**src/rtl/pwm_chan_pkg.sv**
```systemverilog
package pwm_chan_pkg;

    localparam int REG_AW = 5;

    localparam logic [REG_AW-1:0] OFS_MODE   = 5'h00;
    localparam logic [REG_AW-1:0] OFS_DUTY   = 5'h04;
    localparam logic [REG_AW-1:0] OFS_PERIOD = 5'h08;
    localparam logic [REG_AW-1:0] OFS_COUNT  = 5'h0C;
    localparam logic [REG_AW-1:0] OFS_UPDATE = 5'h10;

    localparam int MB_CENTER = 8;
    localparam int MB_POL    = 9;
    localparam int MB_UPSEL  = 10;

    typedef enum logic [1:0] {
        CS_IDLE = 2'd0,
        CS_RISE = 2'd1,
        CS_FALL = 2'd2
    } cnt_state_e;

    typedef struct packed {
        logic       upsel;
        logic       pol;
        logic       center;
        logic [3:0] pre;
    } mode_t;

endpackage

```
**src/rtl/pwm_chan_regs.sv**
```systemverilog
module pwm_chan_regs
    import pwm_chan_pkg::*;
#(
    parameter int CW = 16,
    parameter int DW = 32
) (
    input  logic              clk,
    input  logic              rst_n,
    input  logic              chan_en,
    input  logic              wr_en,
    input  logic [REG_AW-1:0] addr,
    input  logic [DW-1:0]     wdata,
    input  logic              boundary,
    output mode_t             mode,
    output logic [CW-1:0]     duty,
    output logic [CW-1:0]     period
);

    logic [CW-1:0] pend_val;
    logic          pend;
    logic          commit;
    logic          unused_hi;

    assign unused_hi = ^wdata[DW-1:CW];
    assign commit    = pend && (boundary || !chan_en);

    always_ff @(posedge clk or negedge rst_n) begin
        if (!rst_n) begin
            mode     <= '0;
            duty     <= '0;
            period   <= '0;
            pend_val <= '0;
            pend     <= 1'b0;
        end else begin
            if (wr_en && addr == OFS_MODE) begin
                mode.pre    <= wdata[3:0];
                mode.center <= wdata[MB_CENTER];
                mode.pol    <= wdata[MB_POL];
                mode.upsel  <= wdata[MB_UPSEL];
            end
            if (wr_en && !chan_en && addr == OFS_DUTY)
                duty <= wdata[CW-1:0];
            if (wr_en && !chan_en && addr == OFS_PERIOD)
                period <= wdata[CW-1:0];
            if (commit) begin
                if (mode.upsel) period <= pend_val;
                else            duty   <= pend_val;
                pend <= 1'b0;
            end
            if (wr_en && addr == OFS_UPDATE) begin
                pend_val <= wdata[CW-1:0];
                pend     <= 1'b1;
            end
        end
    end

    // while running, duty and period move only at a boundary
    a_r9_hold_between_bounds: assert property (
        @(posedge clk) disable iff (!rst_n)
        (chan_en && !boundary) |=> ($stable(duty) && $stable(period))
    );

endmodule

```
**src/rtl/pwm_chan_counter.sv**
```systemverilog
module pwm_chan_counter
    import pwm_chan_pkg::*;
#(
    parameter int CW = 16
) (
    input  logic          clk,
    input  logic          rst_n,
    input  logic          en,
    input  logic          tick,
    input  logic          center,
    input  logic [CW-1:0] period,
    output logic [CW-1:0] cnt,
    output logic          running,
    output logic          boundary,
    output logic          eop
);

    cnt_state_e    st, st_nx;
    logic [CW-1:0] cnt_nx;

    // next-state and boundary decode
    always_comb begin
        st_nx    = st;
        cnt_nx   = cnt;
        boundary = 1'b0;
        if (!en) begin
            st_nx  = CS_IDLE;
            cnt_nx = '0;
        end else begin
            unique case (st)
                CS_IDLE: begin
                    st_nx  = CS_RISE;
                    cnt_nx = '0;
                end
                CS_RISE: begin
                    if (tick) begin
                        if (cnt >= period) begin
                            if (center) begin
                                st_nx  = CS_FALL;
                                cnt_nx = period;
                            end else begin
                                cnt_nx   = '0;
                                boundary = 1'b1;
                            end
                        end else begin
                            cnt_nx = cnt + 1'b1;
                        end
                    end
                end
                CS_FALL: begin
                    if (tick) begin
                        if (cnt == '0) begin
                            st_nx    = CS_RISE;
                            boundary = 1'b1;
                        end else begin
                            cnt_nx = cnt - 1'b1;
                        end
                    end
                end
                default: begin
                    st_nx  = CS_IDLE;
                    cnt_nx = '0;
                end
            endcase
        end
    end

    // state register
    always_ff @(posedge clk or negedge rst_n) begin
        if (!rst_n) begin
            st  <= CS_IDLE;
            cnt <= '0;
            eop <= 1'b0;
        end else begin
            st  <= st_nx;
            cnt <= cnt_nx;
            eop <= boundary;
        end
    end

    assign running = (st != CS_IDLE);

    // a running counter never exceeds the period value
    a_r4_cnt_within_period: assert property (
        @(posedge clk) disable iff (!rst_n)
        (st != CS_IDLE) |-> (cnt <= period)
    );

    // falling phase steps down by one per tick
    a_r5_fall_step: assert property (
        @(posedge clk) disable iff (!rst_n)
        (st == CS_FALL && en && tick && cnt != '0) |=> (cnt == $past(cnt) - 1'b1)
    );

    // no tick, no movement
    a_r6_frozen_without_tick: assert property (
        @(posedge clk) disable iff (!rst_n)
        (st != CS_IDLE && en && !tick) |=> $stable(cnt)
    );

    // disabled holds the counter at zero with no period end
    a_r11_idle_zero: assert property (
        @(posedge clk) disable iff (!rst_n)
        !en |=> (cnt == '0 && !eop)
    );

endmodule

```
**src/rtl/pwm_chan.sv**
```systemverilog
module pwm_chan
    import pwm_chan_pkg::*;
#(
    parameter int CW    = 16,
    parameter int NTICK = 11,
    parameter int DW    = 32
) (
    input  logic              clk,
    input  logic              rst_n,
    input  logic              chan_en,
    input  logic [NTICK-1:0]  tick_in,
    input  logic              wr_en,
    input  logic [REG_AW-1:0] addr,
    input  logic [DW-1:0]     wdata,
    output logic [DW-1:0]     rdata,
    output logic              pwm_out,
    output logic              period_end
);

    mode_t         mode;
    logic [CW-1:0] duty;
    logic [CW-1:0] period;
    logic [CW-1:0] cnt;
    logic          running;
    logic          boundary;
    logic          tick_sel;

    always_comb begin
        tick_sel = 1'b0;
        for (int i = 0; i < NTICK; i++)
            if (mode.pre == 4'(i)) tick_sel = tick_in[i];
    end

    pwm_chan_regs #(.CW(CW), .DW(DW)) u_regs (
        .clk      (clk),
        .rst_n    (rst_n),
        .chan_en  (chan_en),
        .wr_en    (wr_en),
        .addr     (addr),
        .wdata    (wdata),
        .boundary (boundary),
        .mode     (mode),
        .duty     (duty),
        .period   (period)
    );

    pwm_chan_counter #(.CW(CW)) u_cnt (
        .clk      (clk),
        .rst_n    (rst_n),
        .en       (chan_en),
        .tick     (tick_sel),
        .center   (mode.center),
        .period   (period),
        .cnt      (cnt),
        .running  (running),
        .boundary (boundary),
        .eop      (period_end)
    );

    assign pwm_out = (running && cnt < duty) ? mode.pol : !mode.pol;

    always_comb begin
        rdata = '0;
        unique case (addr)
            OFS_MODE: begin
                rdata[3:0]       = mode.pre;
                rdata[MB_CENTER] = mode.center;
                rdata[MB_POL]    = mode.pol;
                rdata[MB_UPSEL]  = mode.upsel;
            end
            OFS_DUTY:   rdata[CW-1:0] = duty;
            OFS_PERIOD: rdata[CW-1:0] = period;
            OFS_COUNT:  rdata[CW-1:0] = cnt;
            default:    rdata = '0;
        endcase
    end

    // disabled output sits at the inactive level
    a_r11_inactive_out: assert property (
        @(posedge clk) disable iff (!rst_n)
        !chan_en |=> (pwm_out != mode.pol)
    );

    // a period end only follows a cycle in which the channel ran
    a_r8_eop_after_run: assert property (
        @(posedge clk) disable iff (!rst_n)
        $rose(period_end) |-> $past(chan_en)
    );

endmodule

```
**config.mk**
```make
export PLATFORM = sky130hd
export DESIGN_NAME = pwm_chan
export DESIGN_NICKNAME = d
export VERILOG_FILES = /design/src/rtl/pwm_chan_pkg.sv /design/src/rtl/pwm_chan_regs.sv /design/src/rtl/pwm_chan_counter.sv /design/src/rtl/pwm_chan.sv
export SDC_FILE = /design/constraint.sdc
export NUM_CORES = 1
export LEC_CHECK = 0
export CAP_MARGIN = 10
export CORE_ASPECT_RATIO = 0.7
export CORE_MARGIN = 2
export CORE_UTILIZATION = 48
export CTS_CLUSTER_DIAMETER = 120
export DETAILED_ROUTE_END_ITERATION = 16
export DONT_BUFFER_PORTS = 1
export PLACE_DENSITY_LB_ADDON = 0.3
export SLEW_MARGIN = 0
export SYNTH_ARGS = -nofsm -noshare
export SYNTH_HDL_FRONTEND = slang
export SYNTH_SLANG_ARGS = --single-unit
```
**constraint.sdc**
```tcl
create_clock -name clk -period 8.32 [get_ports clk]
set_input_delay 0.416 -clock clk [delete_from_list [all_inputs] [get_ports clk]]
set_output_delay 0.416 -clock clk [all_outputs]
set_load 0.02 [all_outputs]
```
==> Word level (Yosys, flattened, before mapping) <==
Index checks and enable logic that the tools add are counted.
{ "classes": {"add_sub_neg": 2, "reduce_logical": 18, "order_cmp": 2, "muxes": 45, "eq_ne": 22} }
{ "ops": {"columns": ["op", "n"], "rows": [
  ["$mux W16", 12],
  ["$pmux W16 S2", 1],
  ["$mux W1", 20],
  ["$add A16 B1 Y16 const B", 1],
  ["$eq A4 B3 Y1 const B", 4],
  ["$ge A16 B16 Y1", 1],
  ["$logic_not A16 Y1", 1],
  ["$lt A16 B16 Y1", 1],
  ["$pmux W4 S4", 1],
  ["$sub A16 B1 Y16 const B", 1],
  ["$pmux W5 S3", 1],
  ["$eq A4 B4 Y1 const B", 3],
  ["$mux W2", 6],
  ["$ne A3 B3 Y1 const B", 4],
  ["$pmux W3 S4", 1],
  ["$pmux W4 S3", 1],
  ["$eq A5 B4 Y1 const B", 2],
  ["$eq A4 B2 Y1 const B", 2],
  ["$logic_and A1 B1 Y1", 7],
  ["$ne A3 B2 Y1 const B", 2],
  ["$pmux W2 S3", 1],
  ["$eq A5 B3 Y1 const B", 1],
  ["$eq A5 B5 Y1 const B", 1],
  ["$logic_not A5 Y1", 1],
  ["other kinds (11)", 13]
]} }
{ "totals": {"in_bits": 52, "output_inout_bits": 34, "register_bits": 75} }

==> Depth between registers and ports, before layout <==
Gate-level depths: netlist (run 1).
{ "depth": {"ltp_word": 19, "mapped_depth": 11} }

==> Cells and area by module <==
Synthesis (run 1) repeated with hierarchy kept, for this count alone.
{ "unflattened": {"cells_unflattened": 675, "area_unflattened_um2": 5891.9} }
{ "by_module_without_submodules": {"columns": ["module", "area_each_um2", "cells_per_inst", "instances"], "rows": [
  ["pwm_chan_regs", 2688.8, 262, 1],
  ["pwm_chan_counter", 2158.3, 277, 1],
  ["pwm_chan", 1044.8, 136, 1]
]} }

==> Least setup slack after synthesis (run 1) <==
OpenSTA, ideal clock, no wires.
{ "synth_path": {"path_type": "reg-to-reg", "start": "register u_cnt.cnt[0]", "end": "register u_regs.duty[10]", "synth_period_minus_slack_ns": 2.960, "path_buffers": 2, "setup_time_ns": 0.127, "arrival_time_ns": 2.832, "setup_slack_ns": 5.360, "path_stages_with_launch": 12, "path_cell_list": "dfrtp_1 clkbuf_1 inv_1 ha_1 nor2_1 a21oi_1 o41ai_1 a21oi_1 nand4_1 a311oi_4 buf_6 mux2_1"} }
{ "synth_via": {"elab_chain_len": 8, "word_cells_on_any_way": 11, "classes_between": "order compare: 1; mux: 7; reduce/logical: 3"} }
{ "synth_rtl": {"columns": ["element", "line", "source"], "rows": [
  ["start: declaration", "pwm_chan_counter.sv:12", "output logic [CW-1:0] cnt,"],
  ["start signal: assignment", "pwm_chan_counter.sv:76", "cnt <= cnt_nx;"],
  ["$ge A16 B16 Y1 or $logic_not A16 Y1 (tied branches)", "pwm_chan_counter.sv:37, pwm_chan_counter.sv:52", null],
  ["$mux W1, on equally long branches", "pwm_chan_counter.sv:37, pwm_chan_counter.sv:52", null],
  ["$mux W1, on equally long branches", "pwm_chan_counter.sv:36, pwm_chan_counter.sv:51", null],
  ["$pmux W1 S2 (*)", "pwm_chan_counter.sv:30", "unique case (st)"],
  ["$mux W1 (*)", "pwm_chan_counter.sv:26", "if (!en) begin"],
  ["$logic_or A1 B1 Y1 (*)", "pwm_chan_regs.sv:25", "assign commit = pend && (boundary || !chan_en);"],
  ["$logic_and A1 B1 Y1 (*)", "pwm_chan_regs.sv:25", null],
  ["$mux W16 (*)", "pwm_chan_regs.sv:45", "if (commit) begin"],
  ["end signal: assignment", "pwm_chan_regs.sv:42", "duty <= wdata[CW-1:0];"],
  ["end signal: assignment", "pwm_chan_regs.sv:47", "else duty <= pend_val;"],
  ["end: declaration", "pwm_chan_regs.sv:15", "output logic [CW-1:0] duty,"]
]} }
Every way passes the cells marked *; elsewhere a longest branch is shown, timed or not.
A chain may end at the register's enable or synchronous reset.

==> Final worst setup path (run 1) <==
{ "layout_path": {"start": "register u_cnt.cnt[0]", "end": "register u_regs.period[6]"} }
{ "layout_via": {"elab_chain_len": 8, "word_cells_on_any_way": 11, "classes_between": "order compare: 1; mux: 7; reduce/logical: 3"} }
{ "layout_rtl": {"columns": ["element", "line", "source"], "rows": [
  ["$ge A16 B16 Y1 or $logic_not A16 Y1 (tied branches)", "pwm_chan_counter.sv:37, pwm_chan_counter.sv:52", null],
  ["$mux W1, on equally long branches", "pwm_chan_counter.sv:37, pwm_chan_counter.sv:52", null],
  ["$mux W1, on equally long branches", "pwm_chan_counter.sv:36, pwm_chan_counter.sv:51", null],
  ["$pmux W1 S2 (*)", "pwm_chan_counter.sv:30", null],
  ["$mux W1 (*)", "pwm_chan_counter.sv:26", null],
  ["$logic_or A1 B1 Y1 (*)", "pwm_chan_regs.sv:25", null],
  ["$logic_and A1 B1 Y1 (*)", "pwm_chan_regs.sv:25", null],
  ["$mux W16 (*)", "pwm_chan_regs.sv:45", null],
  ["end signal: assignment", "pwm_chan_regs.sv:44", "period <= wdata[CW-1:0];"],
  ["end signal: assignment", "pwm_chan_regs.sv:46", "if (mode.upsel) period <= pend_val;"],
  ["end: declaration", "pwm_chan_regs.sv:16", "output logic [CW-1:0] period"]
]} }
Marked as above.

==> metrics.md, run 1 <==
| Metric | Value |
|---|---|
| Post-CTS Hold Fix Bufs | 2 |
| TritonCTS clock tree | yes |
| Final Max Tran Viols | 0 |
| Global Route Usage Sum | 0.252 |
| Reg2reg start | u_cnt.cnt[0] |
| Final Non-Filler Cells | 754 |
| Final worst slack | 4.92 ns |
| Overall Power | 1.37 mW |
| Vias/cell | 6.12 |
| Pre-CTS setup slack | 5.01 ns |
| Dominant synthesized flop cell | dfrtp_1 |
| Crit Path Class | reg2reg |
| # nets final | 683 |
| Cells along the critical path | inv_1 -> ha_1 -> nor2_1 -> a21oi_1 -> o41ai_1 -> a21oi_2 -> nand4_1 -> a31oi_4 -> mux2_2 |
| CTS Sinks | 75 |
| Hold Crit Class | in2reg |
| Die area | 12700 µm² |
| # IOs | 86 |
| 1st-pass router iterations | 5 |
| Synth Instances | 615 |
| # DRC | 0 |
| PD cells | 227 nW/µm² |
| Post-Route Utilization | 0.520 |
| Most frequent cells in the layout | dfrtp_1, mux2_2, o21ai_0 |
| Maximum vdd drop | 0.129 mV |
| Largest net degree at the start of global routing | 76 |
| Slowest CP cell | a31oi_4 |
| Routed wire length per instance | 20.3 µm |
| Area contributors post-synth | dfrtp_1, mux2_2, ha_1 |
| Fin. Hold Viols | 0 |
| Final ANT Viol Nets | 0 |
| Post-synthesis average cell area | 9.23 µm² |
| Crit path largest cell delay | 0.76 ns |
| Port buffer count | 0 |
| Status | finished, final reports clean |
| Share of layout cells above drive strength 1 | 0.168 |
| Cell count of the worst hold path | 1 |
| Critical Path End Type | flop |
| Hold_ws | 0.206 ns |
| Initial antenna violation count | 0 |
| Final Critical Period | 3.40 ns |
| Commonest non-fill, non-tap cell in the layout | dfrtp_1 |
| Dpl cell area | 5700 µm² |
| Synthesized flop and latch total | 75 |
| GR Overflow Total | 0 |
| H-tree depth | 3 |
| Post-route cell area | 6030 µm² |
| Post-CTS setup buffers | 0 |
| Worst Setup Start Kind | flop |
| Required @ worst endpoint | 8.54 ns |
| Flop-to-flop setup slack | 4.92 ns |
| Hold Path Sink | u_cnt.st[1] |
| Final period util | 0.408 |
| Post-CTS Resized | 0 |
| Post-Route Setup TNS | 0 ns |
| Clock Latency Late Sink | 0.34 ns |
| Worst setup startpoint | u_cnt.cnt[0] |
| Fmax | 0.294 GHz |
| Root Driver | clkbuf_16 |
| Reg clk slew, reported paths | 0.06 ns |
| Vias in the first global route | 4543 |
| RSZ-0062 raised after global routing | false |
| Leakage Power | 2.63 nW |
| CP Max Fanout | 16 |
| Vias | 4615 |
| Post-synthesis async set-or-reset flop share | 1.00 |
| Core area | 11600 µm² |
| Final setup fails | 0 |
| Worst Hold Launch | chan_en |
| Worst r2r path cells | 9 |
| Antenna cells | 0 |
| Slew HR | 0.213 |
| Detailed Route WL | 15300 µm |
| Area leader, netlist | dfrtp_1 |
| Number of synthesized flops with an enable pin | 0 |
| Count of different cell masters after synthesis | 59 |
| Yosys warns | 0 |
| Post-synth top area share | 0.331 |
| Max_cap viols | 0 |
| R2R Path End | u_regs.period[6] |
| Die Width | 134 µm |
| Total CTS buffers | 9 |
| Synth-to-Final Area Change | 6.21% |
| Arrival time at the worst endpoint | 3.62 ns |
| Die H | 95.0 µm |
| First-pass GRT wire length | 24600 µm |
| Post-Syn Area | 5680 µm² |
| Post-DP HPWL | 10900 µm |
| Initial DRC count | 344 |
| FP Rows | 33 |
| Starting Density | 0.489 |
| Clock Tree Buf Depth | 2 |
| Placed Cells incl. Taps | 736 |
| Worst Max-Slew Pin Slew | 1.17 ns |
| Sequential area share after synthesis | 0.331 |
| RD Place Congestion | 0.882 |
| Clock skew | 0.00528 ns |
## metal layers
layer,part of all wire,wire length (µm),GRT usage
met5,0,0,0
met4,0.0088,135,0.0541
met3,0.084,1280,0.0617
met2,0.43,6650,0.390
met1,0.47,7220,0.361
## critical path: cells and delay by family (launching register included)
family / cells / cell delay [ns]
multiplexers: 1 / 0.41
AND/OR/NAND/NOR: 2 / 0.33
adder cells (fa/ha/maj): 1 / 0.32
AO/OA/AOI/OAI: 4 / 1.40
flip-flops: 1 / 0.59
buffers and inverters: 1 / 0.22
## worst max path at each step
| stage | slack, ns | cells after the start | endpoint |
|---|---|---|---|
| floorplan | 5.36 | 11 | u_regs.duty[10] |
| global placement | 5.08 | 9 | u_regs.period[11] |
| detailed placement | 5.01 | 4 | u_regs.duty[5] |
| CTS | 5.02 | 9 | u_regs.period[2] |
| global route | 4.84 | 9 | u_regs.period[9] |
| finish | 4.92 | 9 | u_regs.period[6] |
## flip-flops by register name, indices dropped and copies added, names as in the netlist
register	cells
u_cnt.cnt	16
u_cnt.eop	1
u_cnt.st	2
u_regs.duty	16
u_regs.mode	7
u_regs.pend	1
u_regs.pend_val	16
u_regs.period	16
## Yosys cell counts, drive strengths merged (2+ instances only)
master	instances
or4	3
mux2i	2
and4	3
o21a	3
inv	39
nand2	40
mux2	72
a21o	4
a221o	5
nand4	7
ha	38
dfrtp	75
xnor2	8
or2	2
or3	6
a211oi	2
o311ai	3
buf	25
a21boi	2
and3	11
nor3	7
nor2	50
xor2	7
nand3	20
o211ai	10
a22oi	9
o21bai	4
nor4b	4
nor3b	3
a31oi	3
nor4	5
nor2b	10
clkbuf	31
a21oi	18
o21ai	60
mux4	8
## where the power goes
part | switching, mW | internal, mW | total, mW
combinational | 0.265 | 0.203 | 0.468
clock | 0.153 | 0.230 | 0.383
sequential | 0.0822 | 0.436 | 0.518
total | 0.500 | 0.869 | 1.37
## cell type report
type	instances	area (µm²)
Inverter	40	150
Clock inverter	5	55.1
Sequential cell	75	1880
Timing Repair Buffer	8	82.6
Fill cell	1071	5570
Tap cell	157	196
Multi-Input combinational cell	459	3440
Clock buffer	10	229
## cell families after synthesis
family	count (synthesis)	synth area share
AOI/OAI and AO/OA	133	0.152
xor gates and xnor gates	15	0.0231
adders and majority gates	38	0.0837
buffers and inverters	96	0.0762
DFF	75	0.331
muxes	82	0.178
other	1	0.000660
and+or+nand+nor	175	0.156
Note: power is estimated with default switching activity, not from simulation.
==> run 2: changes to the inputs <==
==> constraint.sdc (replaced) <==
create_clock -name clk -period 3.2 [get_ports clk]
set_input_delay 0.16 -clock clk [delete_from_list [all_inputs] [get_ports clk]]
set_output_delay 0.16 -clock clk [all_outputs]
set_load 0.02 [all_outputs]
==> run 2 against run 1 <==
Sequential cell count did not move. Count of clock-buffer cells in the layout is the same. Non-clock buffer count is 35 higher. First-iteration DRC count increased by 56%. Total power rose to 2.7 times the previous value. Critical endpoint is now pwm_out.
==> metrics.md, run 2 (synthesis results as in run 1) <==
| Metric | Value |
|---|---|
| Status | finished, final reports clean (unchanged) |
| Total CTS buffers | 9 (unchanged) |
| Pre-CTS setup slack | 0.223 ns (was 5.01 ns) |
| Core area | 11600 µm² (unchanged) |
| RSZ-0062 raised after global routing | false (unchanged) |
| Final Non-Filler Cells | 790 (was 754) |
| Post-DP HPWL | 11300 µm (was 10900 µm) |
| Hold Crit Class | in2reg (unchanged) |
| Most frequent cells in the layout | dfrtp_1, mux2_2, o21ai_0 (unchanged) |
| Footprint of the multi-input gates | 3450 µm² (was 3440 µm²) |
| Detailed Route WL | 16200 µm (was 15300 µm) |
| FF+latch area | 1880 µm² (unchanged) |
| Worst Setup Start Kind | flop (unchanged) |
| Slew HR | 0.401 (was 0.213) |
| Largest net degree at the start of global routing | 76 (unchanged) |
| Port buffer count | 0 (unchanged) |
| Antenna cells | 0 (unchanged) |
| Fillers | 1038 (was 1071) |
| CP Max Fanout | 5 (was 16) |
| Worst r2r path cells | 8 (was 9) |
| Final ANT Viol Nets | 0 (unchanged) |
| Clock Tree Buf Depth | 2 (unchanged) |
| Critical Path End Type | output pin (was flop) |
| Maximum vdd drop | 0.395 mV (was 0.129 mV) |
| Post-Route Utilization | 0.551 (was 0.520) |
| 1st-pass router iterations | 5 (unchanged) |
| RD Place Congestion | 0.935 (was 0.882) |
| Die area | 12700 µm² (unchanged) |
| H-tree depth | 3 (unchanged) |
| Worst Max-Slew Pin Slew | 0.896 ns (was 1.17 ns) |
| Initial DRC count | 536 (was 344) |
| PD cells | 587 nW/µm² (was 227 nW/µm²) |
| Clock Latency Late Sink | 0.34 ns (about the same) |
| Commonest non-fill, non-tap cell in the layout | dfrtp_1 (unchanged) |
| # IOs | 86 (unchanged) |
| Final Critical Period | 3.07 ns |
| Routed wire length per instance | 20.5 µm (was 20.3 µm) |
| Hold Path Sink | u_cnt.eop (was u_cnt.st[1]) |
| GR Overflow Total | 0 (unchanged) |
| Required @ worst endpoint | 3.04 ns (was 8.54 ns) |
| Final Max Tran Viols | 0 (unchanged) |
| Overall Power | 3.75 mW (was 1.37 mW) |
| Final setup fails | 0 (unchanged) |
| Starting Density | 0.489 (unchanged) |
| FP Rows | 33 (unchanged) |
| R2R Path End | u_regs.period[1] (was u_regs.period[6]) |
| Reg2reg start | u_cnt.cnt[1] (was u_cnt.cnt[0]) |
| Die Width | 134 µm (unchanged) |
| Synth-to-Final Area Change | 12.6% (was 6.21%) |
| Fmax | 0.326 GHz |
| Root Driver | clkbuf_16 (unchanged) |
| Leakage Power | 2.82 nW (was 2.63 nW) |
| Max_cap viols | 0 (unchanged) |
| First-pass GRT wire length | 26000 µm (was 24600 µm) |
| Cell count of the worst hold path | 2 (was 1) |
| # DRC | 0 (unchanged) |
| Clock skew | 0.00719 ns (was 0.00528 ns) |
| Reg clk slew, reported paths | 0.07 ns (was 0.06 ns) |
| Arrival time at the worst endpoint | 2.91 ns (was 3.62 ns) |
| Global Route Usage Sum | 0.269 (was 0.252) |
| Final worst slack | 0.133 ns (was 4.92 ns) |
| Initial antenna violation count | 0 (unchanged) |
| Fin. Hold Viols | 0 (unchanged) |
| TritonCTS clock tree | yes (unchanged) |
| Share of layout cells above drive strength 1 | 0.190 (was 0.168) |
| Post-Route Setup TNS | 0 ns (unchanged) |
| Die H | 95.0 µm (unchanged) |
| CTS Sinks | 75 (unchanged) |
| Worst Hold Launch | chan_en (unchanged) |
| Vias | 4842 (was 4615) |
| # nets final | 718 (was 683) |
| Final period util | 0.958 |
| Placed Cells incl. Taps | 755 (was 736) |
| Vias in the first global route | 4641 (was 4543) |
| Flop-to-flop setup slack | 0.16 ns (was 4.92 ns) |
| Crit Path Class | reg2out (was reg2reg) |
| Vias/cell | 6.13 (was 6.12) |
## run 2: cell count changes in the layout (fill, tap and decap cells not counted), sizes merged
| cell | delta |
|---|---|
| bufinv | +1 |
| dlygate4sd3 | +17 |
| buf | +18 |
| clkinvlp | -1 |
| clkinv | +1 |
## run 2: through the flow
| step | hold slack, ns | area (µm²) |
|---|---|---|
| floorplan | -0.136 | 5730 |
| global placement | -0.132 | 5860 |
| detailed placement | -0.133 | 5860 |
| CTS | 0.0275 | 6390 |
| global route | 0.0359 | 6390 |
| finish | 0.0294 | 6390 |
## run 2: per-layer routing
layer	track usage	part of all wire	up-vias
met5	0	0	-
met1	0.398	0.45	2338
met2	0.396	0.43	275
met4	0.0700	0.015	0
li1	-	-	2207
met3	0.0601	0.11	22
## run 2: how the worst max path moves through the flow
stage | start | to | slack [ns] | cells past startpoint
after detailed placement | u_cnt.cnt[1] | u_regs.period[14] | 0.22 | 8
after floorplan | u_cnt.cnt[0] | u_regs.duty[10] | 0.24 | 11
final | u_cnt.cnt[9] | pwm_out | 0.13 | 9
after CTS | u_cnt.cnt[9] | pwm_out | 0.05 | 9
after global routing | u_cnt.cnt[1] | u_regs.period[1] | 0.05 | 9
after global placement | u_cnt.cnt[1] | u_regs.period[5] | 0.27 | 9
## run 2: critical path, cell delays in order, from the launching register on
cell       delay (ns)
dfrtp_1          0.43
buf_4            0.18
ha_1             0.30
a21o_1           0.20
a21o_1           0.18
a21oi_1          0.14
nor2_1           0.05
a2111oi_1        0.39
o21ai_0          0.30
xor2_2           0.40
## run 2: power by group
part | internal, mW | switching (mW) | leakage [nW]
combinational | 0.571 | 0.744 | 1.69
clock | 0.685 | 0.433 | 0.153
sequential | 1.13 | 0.187 | 0.977
## run 2: layout make-up
type	count	area share
Clock buffer	10	0.0358
Clock inverter	6	0.0141
Timing Repair Buffer	43	0.0626
Tap cell	157	0.0307
Sequential cell	75	0.294
Multi-Input combinational cell	459	0.540
Inverter	40	0.0235
## run 2: what timing repair did
action | CTS | global route
hold buffers | 19 | 0
hold endpoints to repair | 102 | 0
setup buffers | 0 | 0
pin swaps | 0 | 1
endpoints found under the setup margin | 1 | 1
resized for setup | 1 | 1
